<file path="config.mk">
export PLATFORM = sky130hd
export DESIGN_NAME = irq_status_ctrl
export DESIGN_NICKNAME = d
export VERILOG_FILES = /design/src/rtl/irqc_pkg.sv /design/src/rtl/irqc_regs.sv /design/src/rtl/irqc_status.sv /design/src/rtl/irqc_line.sv /design/src/rtl/irq_status_ctrl.sv
export SDC_FILE = /design/constraint.sdc
export NUM_CORES = 1
export LEC_CHECK = 0
export BUFFER_PORTS_ARGS = -buffer_cell sky130_fd_sc_hd__buf_2
export CORE_MARGIN = 4
export CORE_UTILIZATION = 35
export DETAILED_ROUTE_END_ITERATION = 16
export GPL_TIMING_DRIVEN = 0
export PLACE_DENSITY = 0.72
export SLEW_MARGIN = 20
export SYNTH_ARGS = -nofsm -noshare
export SYNTH_HDL_FRONTEND = slang
export SYNTH_HIERARCHICAL = 1
export SYNTH_SLANG_ARGS = --single-unit
</file>
<file path="constraint.sdc">
create_clock -name clk -period 0.95 [get_ports clk]
set_input_delay 0.1425 -clock clk [delete_from_list [all_inputs] [get_ports clk]]
set_output_delay 0.1425 -clock clk [all_outputs]
set_load 0.005 [all_outputs]
</file>
<file path="src/rtl/irqc_pkg.sv">
package irqc_pkg;
    localparam int unsigned NUM_SRC = 6;
    localparam int unsigned ADDR_W  = 8;
    localparam int unsigned DATA_W  = 32;

    localparam logic [ADDR_W-1:0] OFS_STATUS  = 8'h04;
    localparam logic [ADDR_W-1:0] OFS_CAP_MSK = 8'h08;
    localparam logic [ADDR_W-1:0] OFS_LINE_MSK = 8'h0C;

    typedef enum logic [1:0] {
        SEL_NONE,
        SEL_STATUS,
        SEL_CAP_MSK,
        SEL_LINE_MSK
    } reg_sel_e;

    function automatic reg_sel_e decode_addr(input logic [ADDR_W-1:0] a);
        reg_sel_e s;
        case (a)
            OFS_STATUS:   s = SEL_STATUS;
            OFS_CAP_MSK:  s = SEL_CAP_MSK;
            OFS_LINE_MSK: s = SEL_LINE_MSK;
            default:      s = SEL_NONE;
        endcase
        return s;
    endfunction
endpackage

</file>
<file path="src/rtl/irqc_regs.sv">
module irqc_regs
    import irqc_pkg::*;
#(
    parameter int unsigned N = NUM_SRC
) (
    input  logic              clk,
    input  logic              rst_n,
    input  logic              wr_en,
    input  logic [ADDR_W-1:0] addr,
    input  logic [N-1:0]      wdata,
    output logic [N-1:0]      cap_msk_o,
    output logic [N-1:0]      line_msk_o,
    output logic [N-1:0]      clr_mask_o
);
    typedef struct packed {
        logic [N-1:0] cap_msk;
        logic [N-1:0] line_msk;
    } regs_t;

    regs_t    st_d, st_q;
    reg_sel_e sel;

    always_comb begin
        st_d       = st_q;
        sel        = decode_addr(addr);
        clr_mask_o = '0;
        if (wr_en) begin
            case (sel)
                SEL_CAP_MSK:  st_d.cap_msk  = wdata;
                SEL_LINE_MSK: st_d.line_msk = wdata;
                SEL_STATUS:   clr_mask_o    = wdata;
                default: ;
            endcase
        end
    end

    always_ff @(posedge clk or negedge rst_n) begin
        if (!rst_n) st_q <= '0;
        else        st_q <= st_d;
    end

    assign cap_msk_o  = st_q.cap_msk;
    assign line_msk_o = st_q.line_msk;

    AST_MASK_HOLD_NO_WRITE: assert property (@(posedge clk) disable iff (!rst_n)
        !wr_en |=> $stable(st_q));
endmodule

</file>
<file path="src/rtl/irqc_status.sv">
module irqc_status #(
    parameter int unsigned N = irqc_pkg::NUM_SRC
) (
    input  logic         clk,
    input  logic         rst_n,
    input  logic [N-1:0] event_i,
    input  logic [N-1:0] cap_msk_i,
    input  logic [N-1:0] clr_i,
    output logic [N-1:0] status_o
);
    typedef struct packed {
        logic [N-1:0] bits;
    } stat_t;

    stat_t        st_d, st_q;
    logic [N-1:0] set_mask;
    logic [N-1:0] next_bits;

    for (genvar i = 0; i < N; i++) begin : g_bit
        assign set_mask[i]  = event_i[i] & cap_msk_i[i];
        assign next_bits[i] = set_mask[i] | (st_q.bits[i] & ~clr_i[i]);
    end

    always_comb begin
        st_d      = st_q;
        st_d.bits = next_bits;
    end

    always_ff @(posedge clk or negedge rst_n) begin
        if (!rst_n) st_q <= '0;
        else        st_q <= st_d;
    end

    assign status_o = st_q.bits;

    AST_SET_NEEDS_CAPTURE: assert property (@(posedge clk) disable iff (!rst_n)
        1'b1 |=> ((st_q.bits & ~$past(st_q.bits)) & ~$past(event_i & cap_msk_i)) == '0);
    AST_SET_BEATS_CLEAR: assert property (@(posedge clk) disable iff (!rst_n)
        1'b1 |=> (st_q.bits & $past(event_i & cap_msk_i)) == $past(event_i & cap_msk_i));
    AST_DROP_NEEDS_CLEAR: assert property (@(posedge clk) disable iff (!rst_n)
        1'b1 |=> ((~st_q.bits & $past(st_q.bits)) & ~$past(clr_i)) == '0);
endmodule

</file>
<file path="src/rtl/irqc_line.sv">
module irqc_line #(
    parameter int unsigned N = irqc_pkg::NUM_SRC
) (
    input  logic         clk,
    input  logic         rst_n,
    input  logic [N-1:0] status_i,
    input  logic [N-1:0] line_msk_i,
    output logic         irq_o
);
    typedef struct packed {
        logic irq;
    } line_t;

    line_t st_d, st_q;

    always_comb begin
        st_d     = st_q;
        st_d.irq = |(status_i & line_msk_i);
    end

    always_ff @(posedge clk or negedge rst_n) begin
        if (!rst_n) st_q <= '0;
        else        st_q <= st_d;
    end

    assign irq_o = st_q.irq;

    AST_IRQ_NEEDS_PENDING: assert property (@(posedge clk) disable iff (!rst_n)
        status_i == '0 |=> !st_q.irq);
    AST_IRQ_LINE_MASKED: assert property (@(posedge clk) disable iff (!rst_n)
        line_msk_i == '0 |=> !st_q.irq);
endmodule

</file>
<file path="src/rtl/irq_status_ctrl.sv">
module irq_status_ctrl
    import irqc_pkg::*;
#(
    parameter int unsigned N  = NUM_SRC,
    parameter int unsigned DW = DATA_W
) (
    input  logic              clk,
    input  logic              rst_n,
    input  logic              bus_valid,
    input  logic              bus_write,
    input  logic [ADDR_W-1:0] bus_addr,
    input  logic [DW-1:0]     bus_wdata,
    output logic [DW-1:0]     bus_rdata,
    input  logic [N-1:0]      event_pulse,
    output logic              irq_out
);
    logic [N-1:0] cap_msk, line_msk, clr_mask, status;
    logic         wr_en;
    logic         unused_wdata_hi;

    assign wr_en           = bus_valid & bus_write;
    assign unused_wdata_hi = ^bus_wdata[DW-1:N];

    irqc_regs #(.N(N)) regs_i (
        .clk        (clk),
        .rst_n      (rst_n),
        .wr_en      (wr_en),
        .addr       (bus_addr),
        .wdata      (bus_wdata[N-1:0]),
        .cap_msk_o  (cap_msk),
        .line_msk_o (line_msk),
        .clr_mask_o (clr_mask)
    );

    irqc_status #(.N(N)) status_i (
        .clk       (clk),
        .rst_n     (rst_n),
        .event_i   (event_pulse),
        .cap_msk_i (cap_msk),
        .clr_i     (clr_mask),
        .status_o  (status)
    );

    irqc_line #(.N(N)) line_i (
        .clk        (clk),
        .rst_n      (rst_n),
        .status_i   (status),
        .line_msk_i (line_msk),
        .irq_o      (irq_out)
    );

    always_comb begin
        bus_rdata = '0;
        case (decode_addr(bus_addr))
            SEL_STATUS:   bus_rdata[N-1:0] = status;
            SEL_CAP_MSK:  bus_rdata[N-1:0] = cap_msk;
            SEL_LINE_MSK: bus_rdata[N-1:0] = line_msk;
            default: ;
        endcase
    end

    AST_STATUS_STICKY: assert property (@(posedge clk) disable iff (!rst_n)
        !wr_en |=> (status & $past(status)) == $past(status));
endmodule

</file>
==> impl_metrics.json, run 1 <==
{
  "grt_pass1_wl_um": 4230,
  "synth_top_area_frac": 0.381,
  "ir_drop_mv": 0.716,
  "routedWlPerCell_um": 12.1,
  "start_util": 0.368,
  "die_h_um": 67.7,
  "worst-r2r-setup-slack_ps": -60,
  "fin_crit_ps": 1470,
  "netlist_instances": 117,
  "sw_frac_of_total": 0.259,
  "r2r-start": "regs_i/cap_msk_o[4]",
  "cts.sinks": 19,
  "grt_max_degree": 20,
  "violations": "setup timing",
  "clockPowerShare": 0.256,
  "power_density_nw_per_um2": 883,
  "maxCapViolCount": 0,
  "cts-root-buf": "clkbuf_4",
  "slowest_delay_ps": 400,
  "rsz0062_at_grt": "true",
  "clk_path_buf_depth": 2,
  "holdCritPathClass": "primary input to register",
  "max_freq_mhz": 681,
  "maxSlewViolCount": 0,
  "drc": 0,
  "leakage_nw": 1.01,
  "core.rowCount": 21,
  "clkSlewWorstSetupHoldPaths_ps": 110,
  "ys_ff_latch": 19,
  "via_per_inst": 4.27,
  "syn2layout_area_growth_pct": 49.1,
  "port_buffers": 30,
  "critPathTopFamily": "flip-flops",
  "worstPathRequired_ps": 810,
  "antenna_found_initial": 0,
  "p_total_mw": 1.64,
  "synth_seq_area_share": 0.381,
  "hold_viol": 0,
  "grt_pass1_vias": 954,
  "dr.pass1.iters": 4,
  "dp_hpwl_um": 2050,
  "cts_tree": "yes",
  "clkLatencyLatePin_ps": 300,
  "core_sq_um": 3390,
  "grt_usage": 0.127,
  "yosys.area.top_type": "dfrtp_1",
  "worst_ep_arrival_time_ps": 1330,
  "drt_wl_total_um": 2890,
  "fin_ws_ps": -519,
  "final_cells": 239,
  "path_buf_inv": 1,
  "netlist_area_sq_um": 1250,
  "ant_nets": 0,
  "ys_types": 23,
  "synth_area_leaders": "dfrtp_1 38%, buf_4 16%, mux2_2 14%",
  "critPathMaxFanout": 2,
  "end_kind": "output pin",
  "intPower_mw": 1.22,
  "min_from": "event_pulse[3]",
  "die_w_um": 67.7,
  "die_area_sq_um": 4590,
  "cp_slowest_cell": "dfrtp_1",
  "final.setup_skew_ps": 3.40,
  "drtIter0Drc": 3,
  "final-setup-viol-count": 24,
  "status": "finished with violations",
  "synth_area_per_cell_sq_um": 10.7,
  "gp_congestion": 0.746,
  "critPathKind": "register to output pin",
  "vias": 1021,
  "hold_end": "status_i/status_o[3]",
  "antenna_cells": 0,
  "dp_cells": 218,
  "ios": 83,
  "drive_gt1_frac": 0.632,
  "htree_levels": 1,
  "combPwrFrac": 0.227,
  "yosys_warnings": 6,
  "final_nets": 244,
  "whs_path_depth": 3,
  "r2r_cells": 3,
  "r2r-end": "regs_i/cap_msk_o[4]",
  "finalCritPeriodShare": 1.55,
  "worstSetupStartpointType": "register",
  "place_ws_ps": -608,
  "cts_buffers": 3,
  "pwr-share-seq": 0.517,
  "p_switching_mw": 0.426,
  "overflow": 0,
  "worstPathCellList": "mux2_4 -> a22oi_2 -> nor2_1 -> buf_2"
}
-- worst max path at each step --
| stage | startpoint | endpoint | slack [ps] | depth (start not counted) |
|---|---|---|---|---|
| floorplan | bus_valid | regs_i/cap_msk_o[0] | -300 | 5 |
| global placement | bus_addr[3] | status_i/status_o[4] | -600 | 5 |
| detailed placement | bus_addr[3] | status_i/status_o[4] | -610 | 5 |
| CTS | regs_i/cap_msk_o[4] | bus_rdata[4] | -520 | 4 |
| global route | regs_i/cap_msk_o[4] | bus_rdata[4] | -580 | 4 |
| finish | regs_i/cap_msk_o[4] | bus_rdata[4] | -520 | 4 |
-- sequential cells by signal (all words and copies together) (netlist names) --
register,cells
status_i/status_o,6
regs_i/line_msk_o,6
line_i/irq_o,1
regs_i/cap_msk_o,6
-- stage by stage --
stage                     cell area, sq um  hold WS (ps)   util  TNS, ps
after floorplan                       1370          -153      -    -4230
after global placement                1580           105  0.465   -10250
after detailed placement              1580           113  0.465   -10440
after CTS                             1750          36.3  0.517    -5550
after global routing                  1860          32.4  0.549    -5340
final                                 1860          36.5  0.549    -4400
-- per-layer routing --
layer | GRT usage | wire [um] | vias to the layer above | part of all wire
li1 | - | - | 501 | -
met1 | 0.157 | 1250 | 472 | 0.43
met2 | 0.199 | 1380 | 43 | 0.48
met3 | 0.0333 | 219 | 5 | 0.076
met4 | 0.0658 | 46 | 0 | 0.016
met5 | 0 | 0 | - | 0
-- area by class of cell --
| cell class | count | area (sq um) |
|---|---|---|
| buffer | 28 | 218 |
| timing repair buffer | 47 | 325 |
| sequential | 19 | 475 |
| fill | 298 | 1530 |
| clock buffer | 4 | 26.3 |
| tap | 46 | 57.6 |
| inverter | 6 | 22.5 |
| multi-input combinational | 89 | 737 |
-- power by group through the flow --
stage               Sequential, mW  Clock [mW]  Combinational [mW]
finish                       0.851       0.421               0.373
CTS                          0.848       0.427               0.335
global route                 0.854       0.470               0.412
global placement             0.868           0               0.289
floorplan                    0.864           0               0.187
detailed placement           0.868           0               0.292
-- synth_stat cells --
master   count
nand3_1      1
o21ai_2      6
mux2_1       1
nor3b_4      1
inv_1        6
buf_6        1
conb_1       1
dfrtp_1     19
nand2_1      7
nor4b_4      1
nor2_1       7
mux2_4       1
mux2_2      16
and4b_1      1
buf_4       27
a22oi_2      1
or4b_4       1
nor3_1       1
nand4_2      1
and2b_4      1
a22oi_1      8
and2_1       7
nor4_1       1
-- layout by cell type, fill, tap and decap left out --
master         instances
a22oi_2                8
mux2_2                 8
nand3_1                1
a22oi_1                1
nor2_1                 7
nor3b_4                1
conb_1                26
o21ai_2                6
nand2_1                7
and2_4                 7
or4b_4                 1
nand4_4                1
and2b_4                1
buf_2                 24
dlygate4sd3_1          1
buf_8                  1
dfrtp_1               19
buf_4                 41
clkbuf_1               1
inv_1                  6
nor4_1                 1
and4b_1                1
clkbuf_4               3
mux2_4                10
nor4b_4                1
buf_6                  8
nor3_4                 1
-- worst min-delay path: cells and delay by family --
kind | cells | cell delay [ps]
buffers and inverters | 1 | 70
AOI/OAI and AO/OA | 1 | 40
and+or+nand+nor | 1 | 50
-- cell families after synthesis --
family                 share of synthesized area
buffers and inverters                      0.189
AND/OR/NAND/NOR                            0.161
flip-flops                                 0.381
multiplexers                               0.165
AO/OA/AOI/OAI                              0.100
other                                    0.00300
-- what timing repair did --
| action | 4_1_cts | 5_1_grt |
|---|---|---|
| setup endpoints to repair | 24 | 26 |
| pin swaps | 9 | 11 |
| endpoints found under the hold margin | 19 | 0 |
| hold buffers | 1 | 0 |
| buffers inserted | 13 | 5 |
| resized for setup | 9 | 24 |
No activity file was read; power rests on OpenSTA's default activity.
==> inputs of run 2 (changes only) <==
--- a/config.mk
+++ b/config.mk
@@ -5,12 +5,13 @@
 export SDC_FILE = /design/constraint.sdc
 export NUM_CORES = 1
 export LEC_CHECK = 0
+export ABC_AREA = 1
 export BUFFER_PORTS_ARGS = -buffer_cell sky130_fd_sc_hd__buf_2
 export CORE_MARGIN = 4
 export CORE_UTILIZATION = 35
 export DETAILED_ROUTE_END_ITERATION = 16
 export GPL_TIMING_DRIVEN = 0
-export PLACE_DENSITY = 0.72
+export PLACE_DENSITY = 0.7
 export SLEW_MARGIN = 20
 export SYNTH_ARGS = -nofsm -noshare
 export SYNTH_HDL_FRONTEND = slang
==> run 2 against run 1 <==
  * The flow still finishes with violations (setup timing)
  * Maximum frequency rose by 33%
  * First-iteration DRC count grew to 11 times the previous value
  * Global-route usage grew 1.5 points
  * Total power increased by 22%
  * Clock skew barely moved
  * Largest cell class unchanged
  * Highest routed layer unchanged
==> impl_metrics.json, run 2 <==
{
  "status": "finished with violations",
  "violations": "setup timing",
  "intPower_mw": 1.43,
  "dp_hpwl_um": 2340,
  "holdCritPathClass": "primary input to register",
  "ios": 83,
  "htree_levels": 1,
  "final_nets": 315,
  "critPathKind": "primary input to output pin",
  "netlist_instances": 195,
  "synth_top_area_frac": 0.357,
  "port_buffers": 30,
  "maxSlewViolCount": 0,
  "rsz0062_at_grt": "true",
  "final_cells": 312,
  "synth_edf_count": 0,
  "syn2layout_area_growth_pct": 51.4,
  "fin_ws_ps": -158,
  "ir_drop_mv": 0.796,
  "dp_cells": 298,
  "worstSetupStartpointType": "primary input",
  "cts_tree": "yes",
  "grt_usage": 0.142,
  "grt_pass1_wl_um": 5680,
  "synth_area_per_cell_sq_um": 6.82,
  "clockPowerShare": 0.281,
  "yosys_warnings": 6,
  "fin_crit_ps": 1110,
  "antenna_found_initial": 0,
  "yosys.area.top_type": "dfrtp_1",
  "yosysMostFrequentCell": "nand2_1",
  "finalCritPeriodShare": 1.17,
  "synth_seq_area_share": 0.357,
  "sw_frac_of_total": 0.288,
  "drc": 0,
  "place_ws_ps": -346,
  "grt_pass1_vias": 1266,
  "p_switching_mw": 0.578,
  "final-setup-viol-count": 6,
  "leakage_nw": 1.17,
  "clkSlewWorstSetupHoldPaths_ps": 70,
  "core_sq_um": 3660,
  "core.rowCount": 22,
  "drtIter0Drc": 33,
  "start_util": 0.363,
  "layout_commonest_cell": "nand2_1",
  "hold_viol": 0,
  "ant_nets": 0,
  "place_area_sq_um": 1630,
  "cts-root-buf": "clkbuf_8",
  "tns_ps": -863,
  "grt_max_degree": 20,
  "layout_common_cells": "57 x nand2_1, 33 x buf_4, 26 x conb_1",
  "synthFlopType": "dfrtp_1",
  "routedWlPerCell_um": 11.4,
  "die_area_sq_um": 4850,
  "drive_gt1_frac": 0.455,
  "combPwrFrac": 0.230,
  "synth_area_leaders": "dfrtp_1 36%, nand2_1 17%, buf_4 15%",
  "synth-async-reset-ratio": 1.00,
  "worstPathRequired_ps": 810,
  "antenna_cells": 0,
  "die_h_um": 69.6,
  "netlist_area_sq_um": 1330,
  "vias": 1312,
  "die_w_um": 69.6,
  "dr.pass1.iters": 4,
  "yosys-top-cells-count": "62 x nand2_1, 36 x nand3_1, 27 x buf_4",
  "gp_congestion": 0.871,
  "ys_types": 13,
  "max_freq_mhz": 902,
  "overflow": 0,
  "maxCapViolCount": 0,
  "clkLatencyLatePin_ps": 260,
  "via_per_inst": 4.21,
  "ys_ff_latch": 19,
  "drt_wl_total_um": 3570,
  "end_kind": "output pin",
  "clk_path_buf_depth": 2,
  "critPathMaxFanout": 6,
  "cts_buffers": 3,
  "cts.sinks": 19,
  "final.setup_skew_ps": 3.68,
  "final_area_sq_um": 2010,
  "pwr-share-seq": 0.488,
  "power_density_nw_per_um2": 998,
  "worst_ep_arrival_time_ps": 970
}
==> run 2: cell types whose count changed after synthesis, moves of 2 or more <==
cell	before	now
inv_1	6	21
inv_2	0	4
nor2_2	0	2
o21ai_2	6	0
nand2_1	7	62
mux2_2	16	0
nand2_2	0	3
a22oi_1	8	0
nor2_1	7	16
and2_1	7	0
nand3_1	1	36
nor2_4	0	2
==> run 2: path summary, 6_finish.rpt <==
kind | cells past startpoint | end | slack, ps | start
min in group asynchronous | 2 | regs_i/line_msk_o[5] | 350 | rst_n
max in group asynchronous | 2 | regs_i/line_msk_o[4] | 300 | rst_n
worst min register to register | 2 | regs_i/line_msk_o[4] | 520 | regs_i/line_msk_o[4]
worst max register to register | 5 | line_i/irq_o | 60 | status_i/status_o[3]
worst max-delay path | 7 | bus_rdata[0] | -160 | bus_addr[0]
worst min-delay path | 3 | status_i/status_o[5] | 90 | event_pulse[5]
==> run 2: cells by family (layout without fill, tap and decap cells) <==
logic type	count (synthesis)	after routing	synth area share
buffers and inverters	52	96	0.223
DFF	19	19	0.357
other	1	26	0.00282
and+or+nand+nor	123	123	0.417
==> run 2: final cells by class <==
class	instances	area, sq um
inverter	25	96.3
buffer	27	206
clock buffer	4	45.0
fill	354	1650
multi-input combinational	149	847
tap	48	60.1
timing repair buffer	40	283
sequential	19	475
==> run 2: metrics by stage <==
stage	power [mW]	utilization	hold WS (ps)
2_1_floorplan	1.18	-	-153
3_3_place_gp	1.30	0.446	110
3_5_place_dp	1.31	0.446	114
4_1_cts	1.96	0.519	85.0
5_1_grt	2.12	0.550	94.9
6_report	2.01	0.550	86.9
==> run 2: power by group through the flow <==
stage / Sequential (mW) / Clock, mW / Combinational (mW)
after floorplan: 0.960 / 0 / 0.223
after global placement: 0.978 / 0 / 0.323
after detailed placement: 0.981 / 0 / 0.328
after CTS: 0.964 / 0.577 / 0.416
after global routing: 0.993 / 0.611 / 0.520
final: 0.981 / 0.566 / 0.463
==> run 2: routing by layer <==
| metal | wire (um) | vias to the layer above | track usage | share of wire |
|---|---|---|---|---|
| li1 | - | 689 | - | - |
| met1 | 1480 | 574 | 0.174 | 0.41 |
| met2 | 1820 | 45 | 0.258 | 0.51 |
| met3 | 247 | 4 | 0.0290 | 0.069 |
| met4 | 23 | 0 | 0.0234 | 0.0064 |
| met5 | 0 | - | 0 | 0 |
==> run 2: what timing repair did <==
item	4_1_cts	5_1_grt
hold buffers	1	0
buffers inserted	6	2
resized for setup	38	26
cloned	1	0
pin swaps	16	22
hold endpoints to repair	19	0
endpoints found under the setup margin	12	16
==> run 2: critical path, cell delays in order <==
cell and delay (ps):
buf_6 110, nor2_4 100, nand2_2 70, nor2_4 250, nand3_2 110, nand3_2 70, buf_2 110
==> inputs of run 3 (changes only) <==
--- a/config.mk
+++ b/config.mk
@@ -11,7 +11,7 @@
 export CORE_UTILIZATION = 35
 export DETAILED_ROUTE_END_ITERATION = 16
 export GPL_TIMING_DRIVEN = 0
-export PLACE_DENSITY = 0.7
+export PLACE_DENSITY = 0.68
 export SLEW_MARGIN = 20
 export SYNTH_ARGS = -nofsm -noshare
 export SYNTH_HDL_FRONTEND = slang
==> constraint.sdc (replaced) <==
create_clock -name clk -period 1.41 [get_ports clk]
set_input_delay 0.2115 -clock clk [delete_from_list [all_inputs] [get_ports clk]]
set_output_delay 0.2115 -clock clk [all_outputs]
set_load 0.005 [all_outputs]
==> run 3 against run 2 <==
  * Global-route usage fell by 0.96 points
  * The run now ends clean
  * Total power fell by 37%
  * Largest power group unchanged
  * Count of clock-buffer cells in the layout did not move
  * Largest cell class unchanged
  * Critical path depth did not move
==> impl_metrics.json, run 3 (synthesis gave the netlist of run 2 again) <==
{
  "critPathMaxFanout": 6,
  "gp_congestion": 0.839,
  "cts-root-buf": "clkbuf_8",
  "status": "complete, no violations",
  "cts.sinks": 19,
  "r2r-start": "status_i/status_o[1]",
  "die_w_um": 69.6,
  "ant_nets": 0,
  "port_buffers": 30,
  "vias": 1268,
  "core.rowCount": 22,
  "hold_end": "status_i/status_o[5]",
  "final-setup-viol-count": 0,
  "grt_usage": 0.132,
  "final.setup_skew_ps": 4.01,
  "antenna_cells": 0,
  "ir_drop_mv": 0.409,
  "nFillCells": 399,
  "end_kind": "output pin",
  "whs_ps": 145,
  "fin_crit_ps": 1330,
  "worstPathRequired_ps": 1200,
  "worst-r2r-setup-slack_ps": 640,
  "whs_path_depth": 3,
  "grt_max_degree": 20,
  "syn2layout_area_growth_pct": 28.3,
  "die_h_um": 69.6,
  "via_per_inst": 4.18,
  "hold_viol": 0,
  "maxCapViolCount": 0,
  "clk_path_buf_depth": 2,
  "dr.pass1.iters": 4,
  "cts_setup_buffers": 0,
  "leakage_nw": 1.03,
  "maxSlewViolCount": 0,
  "max_freq_mhz": 750,
  "drive_gt1_frac": 0.298,
  "drc": 0,
  "grt_pass1_wl_um": 5270,
  "die_area_sq_um": 4850,
  "finalCritPeriodShare": 0.946,
  "r2r-end": "line_i/irq_o",
  "overflow": 0,
  "cts_buffers": 3,
  "start_util": 0.363,
  "place_area_sq_um": 1630,
  "worstSetupStartpointType": "primary input",
  "grt_pass1_vias": 1170,
  "seqCellArea_sq_um": 475,
  "final_nets": 306,
  "critPathKind": "primary input to output pin",
  "worst_ep_arrival_time_ps": 1120,
  "cts_tree": "yes",
  "multi_input_area_sq_um": 669,
  "postLayoutCoreUtil": 0.466,
  "r2r_cells": 4,
  "layout_common_cells": "61 x nand2_1, 36 x nand3_1, 30 x buf_2",
  "layout_commonest_cell": "nand2_1",
  "final_area_sq_um": 1710,
  "drtIter0Drc": 57,
  "dp_cells": 298,
  "core_sq_um": 3660,
  "routedWlPerCell_um": 10.5,
  "dp_hpwl_um": 2350,
  "holdCritPathClass": "primary input to register",
  "power_density_nw_per_um2": 746,
  "antenna_found_initial": 0,
  "drt_wl_total_um": 3190,
  "clkLatencyLatePin_ps": 260,
  "final_cells": 303,
  "ios": 83,
  "htree_levels": 1,
  "min_from": "event_pulse[5]",
  "p_total_mw": 1.27,
  "crit_start": "bus_addr[1]",
  "clkSlewWorstSetupHoldPaths_ps": 80
}
## run 3: what timing repair did
item,CTS,global route
endpoints found under the setup margin,5,4
endpoints found under the hold margin,19,0
resized for setup,2,3
hold buffers,1,0
cloned,0,0
## run 3: how the worst max path moves through the flow
| stage | endpoint | cells past startpoint | slack [ps] |
|---|---|---|---|
| 3_3_place_gp | bus_rdata[0] | 7 | 0.9 |
| 6_report | bus_rdata[0] | 7 | 80 |
| 3_5_place_dp | bus_rdata[4] | 7 | -10 |
| 4_1_cts | bus_rdata[2] | 7 | 90 |
| 2_1_floorplan | status_i/status_o[0] | 8 | 420 |
| 5_1_grt | bus_rdata[4] | 8 | -10 |
## run 3: metrics by stage
stage               TNS (ps)  worst slack [ps]
floorplan                  0               416
global placement           0             0.888
detailed placement     -24.4             -10.8
CTS                        0              85.7
global route           -11.9             -11.3
finish                     0              76.4
## run 3: layout make-up
cell class,count,area share
Multi-Input combinational cell,149,0.392
Sequential cell,19,0.279
Buffer,27,0.119
Timing Repair Buffer,31,0.0938
Inverter,25,0.0550
Tap cell,48,0.0352
Clock buffer,4,0.0264
## run 3: per-layer routing
layer	wire [um]	vias to the layer above	global-route usage
met5	0	-	0
met4	44	0	0.0447
met3	296	5	0.0362
met2	1520	49	0.220
met1	1330	545	0.164
li1	-	669	-
## run 3: where the power goes
group	internal [mW]	switching, mW	leakage [nW]
sequential	0.603	0.0476	0.258
combinational	0.108	0.122	0.751
clock	0.201	0.191	0.0228
## run 3: critical path, cell delays in order
cell     delay [ps]
buf_2           130
nor2_1          100
nand2_1          70
nor2_2          290
nand3_1         120
nand3_1          90
buf_2           120
